`config.mk`:
```
export PLATFORM = sky130hd
export DESIGN_NAME = fastlock_timeout_ctrl
export DESIGN_NICKNAME = d
export VERILOG_FILES = /design/src/rtl/ftc_pkg.sv /design/src/rtl/ftc_mode_dec.sv /design/src/rtl/ftc_counter.sv /design/src/rtl/ftc_out_mux.sv /design/src/rtl/fastlock_timeout_ctrl.sv
export SDC_FILE = /design/constraint.sdc
export NUM_CORES = 1
export LEC_CHECK = 0
export ABC_AREA = 1
export ABC_CLOCK_PERIOD_IN_PS = 1600
export BUFFER_PORTS_ARGS = -buffer_cell sky130_fd_sc_hd__buf_4
export CORE_MARGIN = 1
export CORE_UTILIZATION = 30
export CTS_BUF_LIST = sky130_fd_sc_hd__clkbuf_4
export DETAILED_ROUTE_END_ITERATION = 6
export GPL_TIMING_DRIVEN = 0
export HOLD_SLACK_MARGIN = 0.15
export REMOVE_ABC_BUFFERS = 1
export SLEW_MARGIN = 20
export SYNTH_ARGS = -nofsm -noshare
export SYNTH_HDL_FRONTEND = slang
export SYNTH_SLANG_ARGS = --single-unit
```
`constraint.sdc`:
```
create_clock -name clk -period 1.6 [get_ports clk]
set_input_delay 0.24 -clock clk [delete_from_list [all_inputs] [get_ports clk]]
set_output_delay 0.24 -clock clk [all_outputs]
set_load 0.05 [all_outputs]
```
`src/rtl/ftc_pkg.sv`:
```
package ftc_pkg;

    // General-purpose pin behaviour selected by low timeout values
    typedef enum logic [1:0] {
        GP_HIZ   = 2'd0,
        GP_LOW   = 2'd1,
        GP_HIGH  = 2'd2,
        GP_FORCE = 2'd3
    } gp_code_e;

    typedef struct packed {
        logic     timed_en;
        gp_code_e gp_code;
    } ftc_mode_t;

    typedef struct packed {
        logic oe;
        logic val;
    } pin_drive_t;

    function automatic pin_drive_t gp_pin(input gp_code_e code);
        pin_drive_t p;
        case (code)
            GP_HIZ:  p = '{oe: 1'b0, val: 1'b0};
            GP_LOW:  p = '{oe: 1'b1, val: 1'b0};
            default: p = '{oe: 1'b1, val: 1'b1};
        endcase
        return p;
    endfunction

endpackage

```
`src/rtl/ftc_mode_dec.sv`:
```
module ftc_mode_dec
    import ftc_pkg::*;
#(
    parameter int TMO_W   = 14,
    parameter int MIN_TMO = 4
) (
    input  logic [TMO_W-1:0] timeout_val,
    output ftc_mode_t        mode
);
    localparam logic [TMO_W-1:0] MinT = TMO_W'(MIN_TMO);

    always_comb begin
        mode.timed_en = (timeout_val >= MinT);
        mode.gp_code  = gp_code_e'(timeout_val[1:0]);
    end
endmodule

```
`src/rtl/ftc_counter.sv`:
```
module ftc_counter #(
    parameter int TMO_W = 14
) (
    input  logic             clk,
    input  logic             rst,
    input  logic             timed_en,
    input  logic             load,
    input  logic             tick,
    input  logic [TMO_W-1:0] timeout_val,
    output logic [TMO_W-1:0] cnt_q,
    output logic             active,
    output logic             switch_on
);
    logic [TMO_W-1:0] cnt_d;

    always_comb begin
        cnt_d = cnt_q;
        if (!timed_en)
            cnt_d = '0;
        else if (load)
            cnt_d = timeout_val;
        else if (tick && (cnt_q != '0))
            cnt_d = cnt_q - TMO_W'(1);
    end

    always_ff @(posedge clk) begin
        if (rst) cnt_q <= '0;
        else     cnt_q <= cnt_d;
    end

    assign active    = (cnt_q != '0);
    assign switch_on = (cnt_q > TMO_W'(1));
endmodule

```
`src/rtl/ftc_out_mux.sv`:
```
module ftc_out_mux
    import ftc_pkg::*;
#(
    parameter int GAIN_W = 2,
    parameter int CSR_W  = 2,
    parameter int RATE_W = 4
) (
    input  ftc_mode_t         mode,
    input  logic              active,
    input  logic              switch_on,
    input  logic [GAIN_W-1:0] gain_steady,
    input  logic [GAIN_W-1:0] gain_fast,
    input  logic [CSR_W-1:0]  csr_code,
    output logic [GAIN_W-1:0] cp_gain,
    output logic [RATE_W-1:0] rate_factor,
    output pin_drive_t        pin
);
    logic fast_now;

    always_comb begin
        fast_now = mode.timed_en && active;
        if (mode.timed_en) begin
            cp_gain = fast_now ? gain_fast : gain_steady;
            pin     = '{oe: 1'b1, val: switch_on};
        end else begin
            cp_gain = (mode.gp_code == GP_FORCE) ? gain_fast : gain_steady;
            pin     = gp_pin(mode.gp_code);
        end
        rate_factor = fast_now ? (RATE_W'(1) << csr_code) : RATE_W'(1);
    end
endmodule

```
`src/rtl/fastlock_timeout_ctrl.sv`:
```
module fastlock_timeout_ctrl
    import ftc_pkg::*;
#(
    parameter int TMO_W   = 14,
    parameter int GAIN_W  = 2,
    parameter int CSR_W   = 2,
    parameter int MIN_TMO = 4,
    localparam int RATE_W = 2 ** CSR_W
) (
    input  logic              clk,
    input  logic              rst,
    input  logic              tune_load,
    input  logic              cmp_tick,
    input  logic [TMO_W-1:0]  timeout_val,
    input  logic [GAIN_W-1:0] gain_steady,
    input  logic [GAIN_W-1:0] gain_fast,
    input  logic [CSR_W-1:0]  csr_code,
    output logic [GAIN_W-1:0] cp_gain,
    output logic [RATE_W-1:0] rate_factor,
    output logic              aux_pin_oe,
    output logic              aux_pin_val
);
    ftc_mode_t        mode;
    logic [TMO_W-1:0] cnt_q;
    logic             active;
    logic             switch_on;
    pin_drive_t       pin;

    ftc_mode_dec #(.TMO_W(TMO_W), .MIN_TMO(MIN_TMO)) u_dec (
        .timeout_val (timeout_val),
        .mode        (mode)
    );

    ftc_counter #(.TMO_W(TMO_W)) u_cnt (
        .clk         (clk),
        .rst         (rst),
        .timed_en    (mode.timed_en),
        .load        (tune_load),
        .tick        (cmp_tick),
        .timeout_val (timeout_val),
        .cnt_q       (cnt_q),
        .active      (active),
        .switch_on   (switch_on)
    );

    ftc_out_mux #(.GAIN_W(GAIN_W), .CSR_W(CSR_W), .RATE_W(RATE_W)) u_mux (
        .mode        (mode),
        .active      (active),
        .switch_on   (switch_on),
        .gain_steady (gain_steady),
        .gain_fast   (gain_fast),
        .csr_code    (csr_code),
        .cp_gain     (cp_gain),
        .rate_factor (rate_factor),
        .pin         (pin)
    );

    assign aux_pin_oe  = pin.oe;
    assign aux_pin_val = pin.val;
endmodule

```
# After elaboration in Yosys (flattened, before gate mapping)
# Cells that the tools add are included.
# word_totals
reg_bits	14
input_bits	24
out_inout_bits	8
wordCells	22
# classes
n_eq_ne	2
mux	8
n_shift	1
bitwise	1
reduce_logical	6
addsub	1
n_lt_le_gt_ge	2
# ops
operator	count
$mux W14	2
$ge A14 B3 Y1 const B	1
$gt A14 B1 Y1 const B	1
$reduce_bool A14 Y1	1
$sub A14 B1 Y14 const B	1
$mux W2	4
$mux W4	1
$pmux W2 S2	1
$shl A1 B2 Y4 const A	1
$eq A2 B1 Y1 const B	1
$eq A2 B2 Y1 const B	1
$logic_and A1 B1 Y1	2
$logic_not A2 Y1	1
$reduce_bool A2 Y1	1
$reduce_or A2 Y1	1
$not A1 Y1	1

# Longest topological paths before layout
# logic_depth
ltp_word	4
ltp_mapped	11
depth_no_buf	11

# Modules after synthesis
# Synthesis repeated with hierarchy kept, for this count alone.
# hier_totals
cells_unflattened	193
hier_area_um2	1168.6
# modules_own_cells
mod	cells_per_inst	area_each_um2	seq_area_each_um2	n_inst
ftc_counter	145	963.4	280.3	1
ftc_out_mux	35	146.4	0.0	1
ftc_mode_dec	13	58.8	0.0	1

# Least setup slack after synthesis
# OpenSTA, ideal clock, no wires.
# synth_path
path_type	reg-to-output
start	register u_cnt.cnt_q[0]
end	output port rate_factor[1]
required_ps	1360
path_slack_ps	-622
arrival_ps	1982
stages_incl_launch_ff	8
n_path_buf	0
cell_sequence	dfxtp_1 -> inv_1 -> ha_1 -> nand2_2 -> nor2_4 -> nand2_4 -> nand2_1 -> nor3_1
# synth_via
elab_chain_len	3
# synth_lines
element	line	rtl
start: declaration	ftc_counter.sv:10	output logic [TMO_W-1:0] cnt_q,
start signal: assignment	ftc_counter.sv:28	else cnt_q <= cnt_d;
$reduce_bool A14 Y1	ftc_counter.sv:31	assign active = (cnt_q != '0);
$logic_and A1 B1 Y1	ftc_out_mux.sv:21	fast_now = mode.timed_en && active;
$mux W4	ftc_out_mux.sv:29	rate_factor = fast_now ? (RATE_W'(1) << csr_code) : RATE_W'(1);
end: declaration	fastlock_timeout_ctrl.sv:19	output logic [RATE_W-1:0] rate_factor,
# Every way passes these cells.

# Final worst setup path
# layout_path
start	register u_cnt.cnt_q[0]
end	output port cp_gain[1]
# layout_via
elab_chain_len	4
# layout_lines
element	line	rtl
$reduce_bool A14 Y1	ftc_counter.sv:31	
$logic_and A1 B1 Y1	ftc_out_mux.sv:21	
$mux W2	ftc_out_mux.sv:23	cp_gain = fast_now ? gain_fast : gain_steady;
$mux W2	ftc_out_mux.sv:22	if (mode.timed_en) begin
end: declaration	fastlock_timeout_ctrl.sv:18	output logic [GAIN_W-1:0] cp_gain,
# Every way passes these cells.

==> results.json <==
{
  "outcome": "complete, but fails checks",
  "violations": "negative setup slack",
  "worst_setup_path_end_kind": "output port",
  "vias": 1429,
  "final_cells": 302,
  "firstDrtPassIters": 4,
  "rows": 22,
  "dr.first_iter.drc_count": 41,
  "post-route-period-util_pct": 110,
  "critPathLaunchType": "flip-flop",
  "min_from": "rst",
  "area.growth.synth_to_final_pct": 42.4,
  "setup_viol": 7,
  "clock.fmax_ghz": 0.567,
  "grt_pass1_wl_um": 5320,
  "path_cells": "inv_4 -> ha_4 -> nand2_4 -> nor2_4 -> nand2_4 -> o211ai_1 -> o21ai_1 -> inv_1 -> buf_6",
  "syn_area_mm2": 0.00123,
  "fin_ws_ns": -0.165,
  "cp_slowest_stage_delay_ns": 0.35,
  "htreeDepth": 1,
  "synth_area_leaders": "dfxtp_1 23%, nand2_1 21%, nor2_1 12%",
  "drv_cap": 0,
  "synth.most_common_cell": "nand2_1",
  "diodes": 0,
  "grt_overflow": 0,
  "crit_fanout": 7,
  "rsz0062_at_grt": "yes",
  "start_util_pct": 32.5,
  "core_area_mm2": 0.00380,
  "place.gp.congestion": 0.849,
  "worstPathRequired_ns": 1.36,
  "tritoncts": "built",
  "synth_seq_area_share_pct": 22.7,
  "r2r-start": "u_cnt.cnt_q[0]",
  "worstMarginPinSlew_ns": 0.619,
  "finalCriticalPeriod_ns": 1.76,
  "critPathBufInv": 3,
  "numPortBuffers": 31,
  "worst-setup-path-type": "reg2out",
  "viasPerCell": 4.73,
  "place_inst": 288,
  "drc": 0,
  "whs_endpoint": "u_cnt.cnt_q[11]",
  "worstSkewPairLatency_ns": 0.29,
  "die_y_um": 66.2,
  "worst_r2r_endpoint": "u_cnt.cnt_q[3]",
  "yosys_warnings": 0,
  "wl_per_cell_um": 11.2,
  "r2r_cells": 11,
  "whs_ns": 0.190,
  "p_leak_nw": 0.824,
  "synth_top_area_share_pct": 22.7,
  "design_area_mm2": 0.00176,
  "peakVddDrop_uv": 316,
  "synth-edff-count": 0,
  "skew_ns": 0.00189,
  "synth_ff_type": "dfxtp_1",
  "cts_root_buffer": "clkbuf_4",
  "rrSetupSlack_ns": 0.11,
  "slew_violations": 0,
  "min_path_type": "in2reg",
  "die-area_mm2": 0.00438,
  "netlist_instances": 213,
  "final_core_util_pct": 46.3,
  "clk_pin_slew_worst_paths_ns": 0.09,
  "whs_path_depth": 4,
  "ys_ff_latch": 14,
  "top_register": "u_cnt.cnt_q",
  "cts_buffers": 3,
  "track_usage_pct": 16.3,
  "worstPathArrival_ns": 1.52,
  "fp.dieW_um": 66.2,
  "ys_types": 26,
  "ctsHoldBuffers": 0,
  "crit_slowest_cell": "dfxtp_2",
  "first_global_vias": 1202,
  "largest_register_ffs": 14,
  "cpMostUsedCell": "nand2_4",
  "dpl_cell_area_mm2": 0.00151,
  "hold_viol": 0,
  "drt_wl_total_um": 3390,
  "powerDensity_mw_per_mm2": 737,
  "avgSynthCellArea_um2": 5.80,
  "critical_path.top_delay_family": "flip-flops",
  "ios": 32,
  "maxSlewHeadroom_pct": 58.7,
  "largestRegisters": "u_cnt.cnt_q: 14 flops",
  "synth_common_cells": "68 x nand2_1, 38 x nor2_1, 19 x inv_1",
  "cts_sinks": 14,
  "async_flop_share_pct": 0,
  "grt_max_degree": 19,
  "grt_antenna_before_repair": 0,
  "fin_nets": 282,
  "drive_gt1_share_pct": 33.1,
  "dp_hpwl_um": 2440,
  "yosys.area.top_type": "dfxtp_1",
  "total_power_w": 0.00130,
  "cts_buffer_depth": 2,
  "ant_nets": 0
}
## power breakdown
group	switching [W]	internal (W)	total, W
combinational	0.000380	0.000271	0.000651
clock	0.000128	0.0000908	0.000219
sequential	0.0000419	0.000384	0.000426
## worst min-delay path: cells and delay by family
kind,cells,cell delay (ns)
buffers and inverters,2,0.11
and+or+nand+nor,2,0.11
## cells by family (layout without fill, tap and decap cells)
logic type	after synthesis	count (layout)	synth area share [%]
AO/OA/AOI/OAI	26	26	11.7
XOR/XNOR	4	4	2.84
adder cells (fa/ha/maj)	3	3	3.04
buffers and inverters	25	65	8.31
flip-flops	14	14	22.7
AND/OR/NAND/NOR	141	142	51.5
## final cells by class
| cell class | count | area, µm² |
|---|---|---|
| repair buffers | 40 | 319 |
| multi-input cells | 175 | 963 |
| inverters | 21 | 88.8 |
| clock inverters | 1 | 3.75 |
| well taps | 48 | 60.1 |
| fillers | 430 | 2040 |
| flip-flops and latches | 14 | 300 |
| clock buffers | 3 | 22.5 |
## metrics by stage
step	TNS, ns	setup WS, ns
2_1_floorplan	-2.26	-0.622
3_3_place_gp	-3.44	-0.328
6_report	-0.884	-0.165
4_1_cts	-0.941	-0.184
5_1_grt	-1.53	-0.265
3_5_place_dp	-3.27	-0.317
## worst max-delay path by stage
stage	from	slack [ns]	depth (start not counted)	endpoint
2_1_floorplan	u_cnt.cnt_q[0]	-0.62	7	rate_factor[1]
3_3_place_gp	timeout_val[10]	-0.33	9	cp_gain[1]
3_5_place_dp	timeout_val[10]	-0.32	9	cp_gain[1]
4_1_cts	u_cnt.cnt_q[0]	-0.18	9	cp_gain[1]
5_1_grt	u_cnt.cnt_q[1]	-0.27	9	cp_gain[0]
6_report	u_cnt.cnt_q[0]	-0.16	9	cp_gain[1]
## per-layer routing
metal  share of wire, %  global-route usage (%)  wire [µm]
met5                  0                       0          0
met1                 49                    20.8       1650
met3                7.1                    2.59        240
met4                1.7                    7.45         58
met2                 43                    26.5       1440
## cells in the final DEF, fill, tap and decap left out, types with 4 or more instances in the layout
master	synthesis	routed
nor2_4	2	8
nand2_1	68	66
o21ai_0	11	9
dfxtp_2	0	7
a21oi_1	10	10
buf_4	0	35
buf_6	0	5
inv_1	19	17
nand3_1	17	16
nor2_1	38	31
dfxtp_1	14	4
## repair_timing
item	in CTS	in global routing
endpoints found under the setup margin	8	18
gates resized for setup	33	15
pin swaps	6	5
buffers inserted	7	3
gates cloned	0	1
Power figures use the tool's default switching activity.
